$ cat config.mk
export PLATFORM = sky130hd
export DESIGN_NAME = margin_scan_ctrl
export DESIGN_NICKNAME = d
export VERILOG_FILES = /design/src/rtl/margin_scan_pkg.sv /design/src/rtl/scan_trig_sel.sv /design/src/rtl/scan_sat_counters.sv /design/src/rtl/scan_history.sv /design/src/rtl/margin_scan_ctrl.sv
export SDC_FILE = /design/constraint.sdc
export NUM_CORES = 1
export LEC_CHECK = 0
export ABC_AREA = 1
export BUFFER_PORTS_ARGS = -buffer_cell sky130_fd_sc_hd__buf_2
export CORE_AREA = 4 4 121 146
export CTS_BUF_LIST = sky130_fd_sc_hd__clkbuf_4 sky130_fd_sc_hd__clkbuf_8
export DETAILED_ROUTE_END_ITERATION = 12
export DIE_AREA = 0 0 125 150
export PLACE_DENSITY = 0.85
export SLEW_MARGIN = 20
export SYNTH_ARGS = -nofsm -noshare
export SYNTH_HDL_FRONTEND = slang
export SYNTH_HIERARCHICAL = 1
export SYNTH_SLANG_ARGS = --single-unit
$ cat constraint.sdc
create_clock -name clk -period 9.1 [get_ports clk]
set_input_delay 0.455 -clock clk [delete_from_list [all_inputs] [get_ports clk]]
set_output_delay 0.455 -clock clk [all_outputs]
set_load 0.05 [all_outputs]
$ cat src/rtl/margin_scan_pkg.sv
// Package: shared state codes and control-word bit positions for the
// margin scan controller. Assumes a six-bit control word.
package margin_scan_pkg;
    typedef enum logic [2:0] {
        ST_IDLE   = 3'b000,
        ST_CLEAR  = 3'b001,
        ST_FINISH = 3'b010,
        ST_COUNT  = 3'b011,
        ST_FROZEN = 3'b100,
        ST_ARMED  = 3'b101
    } scan_state_e;

    localparam int CTRL_W     = 6;
    localparam int RUN_BIT    = 0;
    localparam int ARM_BIT    = 1;
    localparam int TSEL_LO    = 2;
    localparam int TRIG_SRC_N = CTRL_W - TSEL_LO;
endpackage

$ cat src/rtl/scan_trig_sel.sv
// Module: gates each trigger source with its select bit and ORs the
// results into one fire flag. Assumes sources are already synchronous.
module scan_trig_sel #(
    parameter int SRC_N = 4
) (
    input  logic [SRC_N-1:0] sel,
    input  logic [SRC_N-1:0] src,
    output logic             fire
);
    logic [SRC_N-1:0] gated;

    // one AND gate per source
    for (genvar i = 0; i < SRC_N; i++) begin : g_gate
        assign gated[i] = sel[i] & src[i];
    end

    // any selected source fires
    assign fire = |gated;
endmodule

$ cat src/rtl/scan_sat_counters.sv
// Module: the pair of saturating measurement counters. Both freeze as
// soon as either reads all ones. Assumes err_hit is only meaningful
// together with qual.
module scan_sat_counters #(
    parameter int CNT_W = 16
) (
    input  logic             clk,
    input  logic             rst_n,
    input  logic             clr,
    input  logic             en,
    input  logic             qual,
    input  logic             err_hit,
    output logic [CNT_W-1:0] smp_cnt,
    output logic [CNT_W-1:0] err_cnt,
    output logic             any_sat,
    output logic             both_zero
);
    localparam logic [CNT_W-1:0] CNT_MAX = '1;

    logic step;

    // saturation and zero flags seen by the state machine
    assign any_sat   = (smp_cnt == CNT_MAX) || (err_cnt == CNT_MAX);
    assign both_zero = (smp_cnt == '0) && (err_cnt == '0);
    assign step      = en && !any_sat && qual;

    // counter registers: clear, then advance on qualified cycles
    always_ff @(posedge clk) begin
        if (!rst_n || clr) begin
            smp_cnt <= '0;
            err_cnt <= '0;
        end else if (step) begin
            smp_cnt <= smp_cnt + 1'b1;
            if (err_hit) begin
                err_cnt <= err_cnt + 1'b1;
            end
        end
    end

    // errors are counted only on samples, so never exceed them
    a_r4_err_bound: assert property (@(posedge clk) disable iff (!rst_n)
        err_cnt <= smp_cnt);

    // once saturated, the counters stay frozen until cleared
    a_r5_sat_freeze: assert property (@(posedge clk) disable iff (!rst_n)
        (any_sat && !clr) |=> ($stable(smp_cnt) && $stable(err_cnt)));
endmodule

$ cat src/rtl/scan_history.sv
// Module: rolling history of HIST_N words. Slot 0 holds the newest word
// and sits in the low bits of the flat output. Assumes shift is high
// only while the controller is armed.
module scan_history #(
    parameter int W      = 40,
    parameter int HIST_N = 2
) (
    input  logic                  clk,
    input  logic                  rst_n,
    input  logic                  shift,
    input  logic [W-1:0]          din,
    output logic [HIST_N*W-1:0]   cap
);
    logic [W-1:0] slot [HIST_N];

    for (genvar k = 0; k < HIST_N; k++) begin : g_slot
        if (k == 0) begin : g_head
            // newest slot loads the incoming word
            always_ff @(posedge clk) begin
                if (!rst_n) begin
                    slot[k] <= '0;
                end else if (shift) begin
                    slot[k] <= din;
                end
            end
        end else begin : g_tail
            // older slots take their younger neighbour
            always_ff @(posedge clk) begin
                if (!rst_n) begin
                    slot[k] <= '0;
                end else if (shift) begin
                    slot[k] <= slot[k-1];
                end
            end
        end
        assign cap[k*W +: W] = slot[k];
    end

    // a shift lands the input word in the low slot
    a_r10_newest: assert property (@(posedge clk) disable iff (!rst_n)
        shift |=> (cap[W-1:0] == $past(din)));

    // without a shift the history holds
    a_r10_hold: assert property (@(posedge clk) disable iff (!rst_n)
        !shift |=> $stable(cap));
endmodule

$ cat src/rtl/margin_scan_ctrl.sv
// Module: top of the margin scan controller. It holds the two-loop state
// machine (error-rate counting and triggered diagnostic capture) and
// wires in the counters, trigger select and data histories. Assumes all
// inputs are synchronous to clk.
module margin_scan_ctrl
    import margin_scan_pkg::*;
#(
    parameter int DATA_W = 40,
    parameter int CNT_W  = 16,
    parameter int HIST_N = 2
) (
    input  logic                       clk,
    input  logic                       rst_n,
    input  logic [CTRL_W-1:0]          ctrl,
    input  logic                       qual_pulse,
    input  logic [DATA_W-1:0]          err_bits,
    input  logic [DATA_W-1:0]          rx_data,
    input  logic [DATA_W-1:0]          smp_data,
    input  logic                       trig_reg,
    input  logic                       trig_port,
    output logic [3:0]                 status,
    output logic [CNT_W-1:0]           sample_cnt,
    output logic [CNT_W-1:0]           error_cnt,
    output logic [HIST_N*DATA_W-1:0]   rx_capture,
    output logic [HIST_N*DATA_W-1:0]   smp_capture
);
    scan_state_e           state_q, state_d;
    logic                  run, arm, err_any, fire, any_sat, both_zero;
    logic                  cnt_clr, cnt_en, hist_shift, done;
    logic [TRIG_SRC_N-1:0] tsel, tsrc;

    // control word and trigger source decode
    assign run     = ctrl[RUN_BIT];
    assign arm     = ctrl[ARM_BIT];
    assign tsel    = ctrl[CTRL_W-1:TSEL_LO];
    assign err_any = |err_bits;
    assign tsrc    = {trig_port, trig_reg, err_any, qual_pulse};

    scan_trig_sel #(.SRC_N(TRIG_SRC_N)) u_trig (
        .sel  (tsel),
        .src  (tsrc),
        .fire (fire)
    );

    // per-state strobes to the datapath
    assign cnt_clr    = (state_q == ST_CLEAR);
    assign cnt_en     = (state_q == ST_COUNT);
    assign hist_shift = (state_q == ST_ARMED);

    scan_sat_counters #(.CNT_W(CNT_W)) u_cnt (
        .clk       (clk),
        .rst_n     (rst_n),
        .clr       (cnt_clr),
        .en        (cnt_en),
        .qual      (qual_pulse),
        .err_hit   (err_any),
        .smp_cnt   (sample_cnt),
        .err_cnt   (error_cnt),
        .any_sat   (any_sat),
        .both_zero (both_zero)
    );

    scan_history #(.W(DATA_W), .HIST_N(HIST_N)) u_rx_hist (
        .clk   (clk),
        .rst_n (rst_n),
        .shift (hist_shift),
        .din   (rx_data),
        .cap   (rx_capture)
    );

    scan_history #(.W(DATA_W), .HIST_N(HIST_N)) u_smp_hist (
        .clk   (clk),
        .rst_n (rst_n),
        .shift (hist_shift),
        .din   (smp_data),
        .cap   (smp_capture)
    );

    // next-state logic for both measurement loops
    always_comb begin
        state_d = state_q;
        unique case (state_q)
            ST_IDLE: begin
                if (run || arm) state_d = ST_CLEAR;
            end
            ST_CLEAR: begin
                if (run && both_zero)       state_d = ST_COUNT;
                else if (arm && both_zero)  state_d = ST_ARMED;
                else if (!run && !arm)      state_d = ST_IDLE;
            end
            ST_COUNT: begin
                if (any_sat || !run) state_d = ST_FINISH;
            end
            ST_FINISH: begin
                if (!run) state_d = ST_IDLE;
            end
            ST_ARMED: begin
                if (fire || (!arm && (tsel[2:0] == 3'b000))) state_d = ST_FROZEN;
            end
            ST_FROZEN: begin
                if (!arm) state_d = ST_IDLE;
            end
            default: state_d = ST_IDLE;
        endcase
    end

    // state register
    always_ff @(posedge clk) begin
        if (!rst_n) state_q <= ST_IDLE;
        else        state_q <= state_d;
    end

    // status nibble: state code over done flag
    assign done   = (state_q == ST_IDLE) || (state_q == ST_FINISH) || (state_q == ST_FROZEN);
    assign status = {state_q, done};

    // a request from idle always passes through clearing
    a_r2_start: assert property (@(posedge clk) disable iff (!rst_n)
        ((state_q == ST_IDLE) && (run || arm)) |=> (state_q == ST_CLEAR));

    // a measurement loop is entered only with zeroed counters
    a_r3_zero_entry: assert property (@(posedge clk) disable iff (!rst_n)
        (((state_q == ST_COUNT) || (state_q == ST_ARMED)) && ($past(state_q) == ST_CLEAR))
        |-> ((sample_cnt == '0) && (error_cnt == '0)));

    // results stay readable in finished and idle
    a_r6_results_hold: assert property (@(posedge clk) disable iff (!rst_n)
        ((state_q == ST_FINISH) || (state_q == ST_IDLE)) |=> ($stable(sample_cnt) && $stable(error_cnt)));

    // a selected trigger in armed freezes the capture
    a_r8_fire: assert property (@(posedge clk) disable iff (!rst_n)
        ((state_q == ST_ARMED) && fire) |=> (state_q == ST_FROZEN));

    // arm removal with a qualifier, error or register source selected keeps waiting
    a_r9_keep_armed: assert property (@(posedge clk) disable iff (!rst_n)
        ((state_q == ST_ARMED) && !fire && (tsel[2:0] != 3'b000)) |=> (state_q == ST_ARMED));

    // frozen holds its capture while arm stays high
    a_r11_frozen: assert property (@(posedge clk) disable iff (!rst_n)
        ((state_q == ST_FROZEN) && arm) |=> ((state_q == ST_FROZEN) && $stable(rx_capture) && $stable(smp_capture)));
endmodule

==> results of run 1 <==
## flip-flops by register name, indices dropped and copies added, names as in the netlist
| name | count |
|---|---|
| u_rx_hist/slot | 80 |
| u_smp_hist/slot | 80 |
| u_cnt/err_cnt | 16 |
| u_cnt/smp_cnt | 16 |
| state_q | 3 |
## power groups by stage
| stage | clock (W) | combinational, W | sequential, W |
|---|---|---|---|
| 3_5_place_dp | 0 | 0.000694 | 0.00116 |
| 2_1_floorplan | 0 | 0.000200 | 0.00149 |
| 6_report | 0.000532 | 0.000691 | 0.00114 |
| 4_1_cts | 0.000549 | 0.000695 | 0.00114 |
| 5_1_grt | 0.000586 | 0.000729 | 0.00115 |
| 3_3_place_gp | 0 | 0.000683 | 0.00116 |
## placed cells by master, fill, tap and decap left out, types with 2 or more instances in the layout
| master | n |
|---|---|
| xor2_1 | 6 |
| nand4_1 | 16 |
| inv_8 | 6 |
| xnor2_1 | 3 |
| clkinvlp_4 | 2 |
| dfxtp_1 | 35 |
| inv_1 | 206 |
| o21ai_0 | 9 |
| a21oi_2 | 8 |
| nor2_1 | 215 |
| nor2_2 | 12 |
| edfxtp_1 | 160 |
| nand3_1 | 38 |
| ha_1 | 4 |
| inv_2 | 3 |
| nor4_1 | 13 |
| nand2_4 | 5 |
| buf_2 | 326 |
| clkbuf_8 | 17 |
| nor3_1 | 2 |
| nand2_2 | 11 |
| nand2_1 | 117 |
| clkinv_4 | 4 |
| nor2_4 | 4 |
| a21oi_1 | 25 |
## metrics by stage
step | util (%) | cell area, µm² | cells | total power, W
floorplan | - | 8826 | 924 | 0.001691
global placement | 64.75 | 10500 | 1437 | 0.001838
detailed placement | 64.75 | 10500 | 1437 | 0.001854
CTS | 67.08 | 10870 | 1468 | 0.002384
global route | 67.09 | 10870 | 1469 | 0.002465
finish | 67.09 | 10870 | 1469 | 0.002362
## cell type report
| cell class | count | area [µm²] | share of cell area (%) |
|---|---|---|---|
| Timing Repair Buffer | 326 | 1632 | 15.00 |
| Clock buffer | 17 | 234.0 | 2.152 |
| Antenna cell | 1 | 2.502 | 0.02301 |
| Clock inverter | 14 | 142.6 | 1.312 |
| Inverter | 210 | 788.3 | 7.249 |
| Tap cell | 212 | 265.3 | 2.439 |
| Multi-Input combinational cell | 494 | 2305 | 21.19 |
| Sequential cell | 195 | 5505 | 50.63 |
## metal layers
metal  part of all wire (%)  up-vias
met4                    2.5        4
li1                       -     3514
met5                   0.12        -
met1                     36     3270
met2                     52      363
met3                    8.9       42
## critical path: stages (launching register included)
cell and delay, ns:
dfxtp_1 0.52, inv_2 0.10, nand2_1 0.08, nor2_2 0.06, nor2_1 0.52, inv_1 0.62, a21oi_1 0.28
## cell families after synthesis
group / after synthesis / share of synthesized area [%]
buf+inv: 235 / 11.68
flops: 195 / 62.38
xor+xnor: 9 / 0.8932
fa+ha+maj: 4 / 0.5671
simple gates: 437 / 21.48
compound gates: 44 / 3.005
## Yosys cell counts
cell and n:
nor2_1 215, inv_1 206, edfxtp_1 160, nand2_1 119, nand3_1 38, dfxtp_1 35, a21oi_1 25, nand4_1 16
nor4_1 13, nor2_2 12, nand2_2 11, buf_6 9, o21ai_0 9, a21oi_2 8, buf_4 8, xor2_1 6
clkbuf_8 4, ha_1 4, nor2_4 4, clkbuf_1 3, inv_2 3, nand2_4 3, xnor2_1 3, nor3_1 2
a21oi_4 1, and2_0 1, and2_1 1, buf_8 1, clkinv_1 1, nand3_4 1, nor3b_1 1, o41ai_1 1
## final timing paths
| check | end | slack (ns) | cells after the start |
|---|---|---|---|
| hold reg to reg | u_cnt/smp_cnt[11] | 0.52 | 2 |
| setup reg to reg | u_cnt/err_cnt[15] | 6.83 | 6 |
| setup / recovery | u_cnt/err_cnt[15] | 6.83 | 6 |
| hold / removal | u_smp_hist/slot[0][39] | 0.28 | 3 |
==> impl_metrics.env, run 1 <==
export IMPL_r2r_start="state_q[1]"
export IMPL_final_nets=1379
export IMPL_die_w_um=125
export IMPL_clock_skew_ns=0.01221
export IMPL_finalSetupTns_ns=0
export IMPL_whs_ns=0.2849
export IMPL_grtUsageMet3_pct=6.355
export IMPL_drc=0
export IMPL_ys_ff_latch=195
export IMPL_rows=51
export IMPL_post_place_ws_ns=6.639
export IMPL_worstPathRequired_ns=9.47
export IMPL_met2_usage_pct=41.31
export IMPL_ys_seq_area_share_pct=62.38
export IMPL_grt_total_usage_pct=22.90
export IMPL_yosysTopAreaCell="edfxtp_1"
export IMPL_ir_drop_mv=0.09158
export IMPL_fin_ws_ns=6.835
export IMPL_crit_path_end_kind="flip-flop"
export IMPL_dp_hpwl_mm=16.41
export IMPL_worstSetupStartpointType="flip-flop"
export IMPL_intPower_w=0.001420
export IMPL_crit_arrival_ns=2.63
export IMPL_leakage_nw=5.286
export IMPL_syn_to_final_growth_pct=23.21
export IMPL_maxSlewViolCount=0
export IMPL_crit_type="reg -> reg"
export IMPL_synth_cells=924
export IMPL_drt_iter0_markers=531
export IMPL_yosys_area_top_type_share_pct=54.44
export IMPL_dieArea_um2=18750
export IMPL_ctsResizeCount=0
export IMPL_cts_tree="done"
export IMPL_cts_path_max_buffers=2
export IMPL_syn_area_per_cell_um2=9.552
export IMPL_post_cts_buffers=0
export IMPL_seq_power_share_pct=48.2
export IMPL_cts_root_buf="clkbuf_8"
export IMPL_grt_overflow_total=0
export IMPL_use_met1_pct=26.35
export IMPL_slew_headroom_pct=29.75
export IMPL_grt_setup_unrepaired="no"
export IMPL_grt_pass1_vias=6837
export IMPL_htreeDepth=4
export IMPL_setup_viol=0
export IMPL_min_period_over_period_pct=24.89
export IMPL_finalWorstPathRequiredPeriod_ns=2.265
export IMPL_cp_max_fo=24
export IMPL_grt_pass1_wl_mm=33.99
export IMPL_nFillCells=1281
export IMPL_clk_latency_ns=0.46
export IMPL_cts_sinks=195
export IMPL_ctsHoldBuffers=0
export IMPL_firstDrtPassIters=6
export IMPL_vias=7193
export IMPL_grt_max_degree=81
export IMPL_drive_gt1_share_pct=32.01
export IMPL_grt_busiest_layer="met2"
export IMPL_fmax_mhz=441.5
export IMPL_power_net_switching_w=0.0009414
export IMPL_wirelength_mm=21.98
export IMPL_p_per_area_nw_per_um2=217.2
export IMPL_synth_warnings=6
export IMPL_synth_cell_area_um2=8826
export IMPL_syn_nets=1059
export IMPL_die_h_um=150
export IMPL_tightest_slew_ns=1.054
export IMPL_coreArea_um2=16210
export IMPL_synth_area_top_cells="edfxtp_1 54%, nor2_1 9.1%, inv_1 8.8%, dfxtp_1 7.9%, nand2_1 5.1%"
export IMPL_io_pins=327
export IMPL_wl_per_cell_um=14.96
export IMPL_hold_start="smp_data[39]"
export IMPL_hold_viol_final=0
export IMPL_gp_congestion=0.9717
export IMPL_clkPwrFrac_pct=22.5
export IMPL_ant_nets=0
export IMPL_antenna_found_initial=3
export IMPL_hold_class="in -> reg"
export IMPL_start_util_pct=54.45
export IMPL_numCtsBuffers=17
export IMPL_drv_cap=0
export IMPL_viasPerCell=4.897
export IMPL_synth_cell_type_count=32
export IMPL_pwr_share_comb_pct=29.3
export IMPL_swShare_pct=39.86
export IMPL_outcome="finished clean"
export IMPL_startpoint="state_q[1]"
export IMPL_clkTransAtPathRegs_ns=0.11
export IMPL_port_buffers=326
No activity file was read; power rests on OpenSTA's default activity.
==> run 2: changes to the inputs <==
ABC_AREA = 0   (was 1)
CORE_AREA = 4 4 122 148   (was 4 4 121 146)
DIE_AREA = 0 0 126 152   (was 0 0 125 150)
PLACE_DENSITY = 0.79   (was 0.85)
clock period = 2.1 ns   (was 9.1 ns; I/O delays follow)
==> run 2 against run 1 <==
Effect of this change: worst setup slack got worse by 6.8 ns; critical path type unchanged; total power increased to 3.6 times the previous value; combinational power increased by 120%; routed wire length increased by 9.8%; clock power increased to 4.7 times the previous value; non-clock buffer count increased by 108; critical endpoint is now u_cnt/smp_cnt[2].
==> impl_metrics.env, run 2 <==
export IMPL_async_reset_ff_share_pct=0
export IMPL_synth_fa_ha_area_share_pct=0.6106
export IMPL_htreeDepth=4
export IMPL_final_cells=1261
export IMPL_synth_top_family_by_area="simple AND/OR/NAND/NOR gates"
export IMPL_grt_pass1_wl_mm=36.77
export IMPL_wl_per_cell_um=19.14
export IMPL_final_nets=1165
export IMPL_die_w_um=126
export IMPL_wirelength_mm=24.14
export IMPL_cp_slowest_cell="or4_4"
export IMPL_outcome="finished clean"
export IMPL_grt_pass1_vias=6762
export IMPL_clkTransAtPathRegs_ns=0.11
export IMPL_start_util_pct=49.21
export IMPL_dieArea_um2=19150
export IMPL_cts_tree="done"
export IMPL_worstPathCellList="nand4_1 > or4_4 > and3_1 > a31o_2"
export IMPL_viasPerCell=5.515
export IMPL_yosysTopAreaCell="edfxtp_1"
export IMPL_maxSlewViolCount=0
export IMPL_slew_headroom_pct=58.61
export IMPL_synth_area_mux_share_pct=0.2442
export IMPL_rows=52
export IMPL_synth_cell_type_count=52
export IMPL_yosys_area_share_simple_pct=22.70
export IMPL_ant_nets=0
export IMPL_min_period_over_period_pct=98.77
export IMPL_synth_compound_area_share_pct=5.404
export IMPL_syn_nets=757
export IMPL_crit_path_end_kind="flip-flop"
export IMPL_drive_gt1_share_pct=42.38
export IMPL_p_per_area_nw_per_um2=736.6
export IMPL_antenna_found_initial=2
export IMPL_crit_arrival_ns=2.43
export IMPL_synth_xor_area_share_pct=0.4274
export IMPL_clk_latency_ns=0.46
export IMPL_yosysMostFrequentCell="and3_1"
export IMPL_ys_ff_latch=195
export IMPL_r2r_slack_ns=0.03
export IMPL_worstPathRequired_ns=2.46
export IMPL_yosys_area_top_type_share_pct=58.62
export IMPL_grt_overflow_total=0
export IMPL_mostFrequentLayoutCell="buf_2"
export IMPL_post_place_ws_ns=0.01734
export IMPL_whs_ns=0.1150
export IMPL_coreArea_um2=16660
export IMPL_firstDrtPassIters=7
export IMPL_setup_viol=0
export IMPL_synth_cell_area_um2=8197
export IMPL_gp_congestion=0.9129
export IMPL_finalSetupTns_ns=0
export IMPL_crit_family="simple AND/OR/NAND/NOR gates"
export IMPL_syn_to_final_growth_pct=40.02
export IMPL_vias=6955
export IMPL_tightest_slew_ns=0.6208
export IMPL_synth_common_cells="166 x and3_1, 160 x edfxtp_1, 35 x dfxtp_1"
export IMPL_syn_area_per_cell_um2=13.18
export IMPL_drt_iter0_markers=709
export IMPL_port_buffers=326
export IMPL_drv_cap=0
export IMPL_max_stage_delay_ns=0.73
export IMPL_cts_sinks=195
export IMPL_die_h_um=152
export IMPL_hold_class="in -> reg"
export IMPL_final_cell_mix="325 x buf_2, 166 x and3_1, 160 x edfxtp_1"
export IMPL_numCtsBuffers=17
export IMPL_drc=0
export IMPL_cp_buffers_inverters=0
export IMPL_ir_drop_mv=0.3408
export IMPL_fmax_mhz=482.1
export IMPL_cp_max_fo=7
export IMPL_cts_root_buf="clkbuf_8"
export IMPL_cts_path_max_buffers=2
export IMPL_synth_warnings=6
export IMPL_clock_skew_ns=0.02197
export IMPL_grt_max_degree=167
export IMPL_leakage_nw=5.428
export IMPL_io_pins=327
export IMPL_grt_total_usage_pct=23.99
export IMPL_crit_type="reg -> reg"
export IMPL_synth_area_top_cells="edfxtp_1 59%, and3_1 13%, dfxtp_1 8.5%, nor4_1 1.5%, nand2_1 1.4%"
export IMPL_synth_edf_count=160
export IMPL_hold_viol_final=0
export IMPL_synth_cells=622
export IMPL_top_regs="u_rx_hist/slot x80, u_smp_hist/slot x80"
export IMPL_synth_main_ff_cell="edfxtp_1"
export IMPL_worstSetupStartpointType="flip-flop"
export IMPL_place_inst=1142
export IMPL_dp_hpwl_mm=15.76
export IMPL_fin_ws_ns=0.02578
export IMPL_ys_seq_area_share_pct=67.17
export IMPL_finalWorstPathRequiredPeriod_ns=2.074
==> run 2: repair_timing <==
action                                  4_1_cts  5_1_grt
gates cloned                                  0        2
buffers inserted                              0        3
hold buffers                                 80        0
endpoints found under the setup margin        4       17
resized for setup                             0        8
pin swaps                                     1        4
endpoints found under the hold margin        80        0
==> run 2: area by class of cell <==
cell class,count,area (µm²)
multi-input combinational,375,2497
timing repair buffer,434,2711
tap,216,270.3
fill,1168,5179
clock inverter,15,177.7
antenna,2,5.005
inverter,7,26.28
sequential,195,5555
clock buffer,17,234.0
==> run 2: worst min-delay path, stage by stage <==
cell       delay (ns)
buf_2            0.16
a31oi_4          0.20
a2111oi_4        0.07
==> run 2: logic make-up after synthesis <==
kind of cell | Yosys count
DFF | 195
buffers and inverters | 54
adders and majority gates | 4
AOI/OAI and AO/OA | 61
muxes | 2
and+or+nand+nor | 302
xor gates and xnor gates | 4
==> run 2: worst paths after layout <==
check | startpoint | endpoint | cells after the start
max | u_cnt/err_cnt[12] | u_cnt/smp_cnt[2] | 4
min | ctrl[0] | state_q[1] | 3
min reg2reg | u_cnt/err_cnt[14] | u_cnt/err_cnt[14] | 2
max reg2reg | u_cnt/err_cnt[12] | u_cnt/smp_cnt[2] | 4
==> run 2: per-stage QoR <==
step | util (%) | area [µm²] | power (W)
finish | 68.91 | 11480 | 0.008455
global route | 68.91 | 11480 | 0.008784
CTS | 68.34 | 11380 | 0.008485
detailed placement | 61.06 | 10170 | 0.005912
global placement | 61.06 | 10170 | 0.005892
floorplan | - | 8270 | 0.005491
==> run 2: power breakdown <==
group          switching [W]  internal, W
combinational        0.00109     0.000435
clock                0.00147      0.00102
sequential         0.0000845      0.00436
total                0.00264      0.00581
==> run 2: per-layer routing <==
layer  global-route usage [%]  routed length (µm)  share of wire, %  vias to the layer above
met1                    29.29                9051                38                     3324
li1                         -                   -                 -                     3234
met3                    4.986                1646               6.8                       52
met4                    8.329                 716               3.0                        0
met2                    42.13               12720                53                      345
met5                        0                   0                 0                        -
==> run 3: changes to the inputs <==
==> constraint.sdc (replaced) <==
create_clock -name clk -period 2.1 [get_ports clk]
set_input_delay 0.42 -clock clk [delete_from_list [all_inputs] [get_ports clk]]
set_output_delay 0.42 -clock clk [all_outputs]
set_load 0.05 [all_outputs]
==> run 3 against run 2 <==
Effect of this change: via count is 5.5% lower; count of clock-buffer cells in the layout stayed put; global-route usage is 1.8 points lower; non-clock buffer count is 65 lower; highest routed layer unchanged.
==> impl_metrics.env, run 3 (synthesis gave the netlist of run 2 again) <==
export IMPL_slew_headroom_pct=69.40
export IMPL_max_stage_delay_ns=0.43
export IMPL_vias=6569
export IMPL_finalSetupTns_ns=0
export IMPL_cts_sinks=195
export IMPL_rr_endpoint="state_q[2]"
export IMPL_crit_family="compound AO/OA/AOI/OAI gates"
export IMPL_whs_ns=0.2664
export IMPL_viasPerCell=5.483
export IMPL_clkTransAtPathRegs_ns=0.11
export IMPL_start_util_pct=49.21
export IMPL_io_pins=327
export IMPL_htreeDepth=4
export IMPL_cts_path_max_buffers=2
export IMPL_fmax_mhz=498.8
export IMPL_firstDrtPassIters=5
export IMPL_r2r_start="u_cnt/err_cnt[1]"
export IMPL_wl_per_cell_um=18.81
export IMPL_drt_iter0_markers=619
export IMPL_grtUsageMet3_pct=6.039
export IMPL_cp_max_fo=7
export IMPL_outcome="finished clean"
export IMPL_cts_root_buf="clkbuf_8"
export IMPL_rows=52
export IMPL_ant_nets=0
export IMPL_ir_drop_mv=0.3599
export IMPL_min_to="u_smp_hist/slot[0][1]"
export IMPL_numCtsBuffers=17
export IMPL_p_per_area_nw_per_um2=773.7
export IMPL_worstPathRequired_ns=2.47
export IMPL_worstSetupStartpointType="flip-flop"
export IMPL_die_h_um=152
export IMPL_port_buffers=326
export IMPL_antenna_found_initial=5
export IMPL_die_w_um=126
export IMPL_drc=0
export IMPL_min_path_cells=2
export IMPL_hold_viol_final=0
export IMPL_wirelength_mm=22.53
export IMPL_drive_gt1_share_pct=46.47
export IMPL_crit_type="reg -> reg"
export IMPL_final_cell_mix="325 x buf_2, 165 x and3_1, 160 x edfxtp_1"
export IMPL_clk_latency_ns=0.46
export IMPL_hold_class="in -> reg"
export IMPL_grt_busiest_layer="met2"
export IMPL_r2r_slack_ns=0.1
export IMPL_syn_to_final_growth_pct=30.90
export IMPL_coreArea_um2=16660
export IMPL_maxSlewViolCount=0
export IMPL_fin_util_pct=64.42
export IMPL_grt_max_degree=84
export IMPL_post_place_ws_ns=-0.2880
export IMPL_setup_viol=0
export IMPL_gp_congestion=0.8773
export IMPL_final_nets=1099
export IMPL_grt_overflow_total=0
export IMPL_crit_arrival_ns=2.37
export IMPL_fin_ws_ns=0.09532
export IMPL_ctsHoldBuffers=0
export IMPL_crit_path_end_kind="flip-flop"
export IMPL_cts_tree="done"
export IMPL_grt_pass1_wl_mm=33.78
export IMPL_final_cells=1198
export IMPL_hold_start="smp_data[1]"
export IMPL_mostFrequentLayoutCell="buf_2"
export IMPL_r2r_cells=7
export IMPL_use_met1_pct=25.96
export IMPL_finalWorstPathRequiredPeriod_ns=2.005
export IMPL_drv_cap=0
export IMPL_dieArea_um2=19150
export IMPL_clock_skew_ns=0.01876
export IMPL_grt_pass1_vias=6222
export IMPL_dp_hpwl_mm=16.25
export IMPL_top_regs="u_rx_hist/slot x80, u_smp_hist/slot x80"
export IMPL_leakage_nw=5.140
export IMPL_met2_usage_pct=38.73
export IMPL_cp_buffers_inverters=0
export IMPL_grt_total_usage_pct=22.17
export IMPL_tightest_slew_ns=0.4555
export IMPL_worstPathCellList="ha_1 > nand4_1 > o41ai_1 > nand2_1 > a31oi_2 > o221ai_1 > and3_1"
export IMPL_cp_slowest_cell="o41ai_1"
export IMPL_path_depth=7
export IMPL_min_period_over_period_pct=95.46
export IMPL_place_inst=1155
-- run 3: changes by cell type in the layout (fill, tap and decap cells not counted), sizes merged --
cell	change
diode	+3
buf	+15
nand3	-1
clkinvlp	+2
dlygate4sd3	-80
clkinv	-2
-- run 3: worst max path at each step --
stage | start | end | slack [ns]
floorplan | u_cnt/smp_cnt[9] | state_q[2] | 0.00009
global placement | err_bits[24] | state_q[2] | -0.21
detailed placement | err_bits[24] | state_q[2] | -0.29
CTS | u_cnt/smp_cnt[0] | u_cnt/err_cnt[15] | 0.02
global route | u_cnt/smp_cnt[0] | u_cnt/err_cnt[14] | -0.01
finish | u_cnt/err_cnt[1] | state_q[2] | 0.1
-- run 3: report_power, final --
part	switching (W)	internal, W
sequential	0.0000735	0.00436
combinational	0.00106	0.000352
clock	0.00145	0.00100
-- run 3: metal layers --
layer / wire (µm) / part of all wire [%]
met3: 1748 / 7.8
met4: 621 / 2.8
met5: 0 / 0
met1: 8395 / 37
met2: 11770 / 52
-- run 3: final cells by class --
| class | instances | area [µm²] |
|---|---|---|
| Antenna cell | 5 | 12.51 |
| Clock buffer | 17 | 234.0 |
| Clock inverter | 15 | 166.4 |
| Fill cell | 1286 | 5927 |
| Inverter | 7 | 26.28 |
| Multi-Input combinational cell | 374 | 2457 |
| Sequential cell | 195 | 5555 |
| Tap cell | 216 | 270.3 |
| Timing Repair Buffer | 369 | 2007 |
-- run 3: repair_timing --
item	in CTS	in global routing
pin swaps	1	2
cloned	0	1
buffers inserted	0	5
setup endpoints to repair	1	11
gates resized for setup	0	3
-- run 3: per-stage QoR --
stage                     total power [W]  instance area, µm²
after floorplan                  0.005491                8270
after global placement           0.005915               10250
after detailed placement         0.005934               10250
after CTS                        0.008354               10660
after global routing             0.008616               10730
final                            0.008301               10730
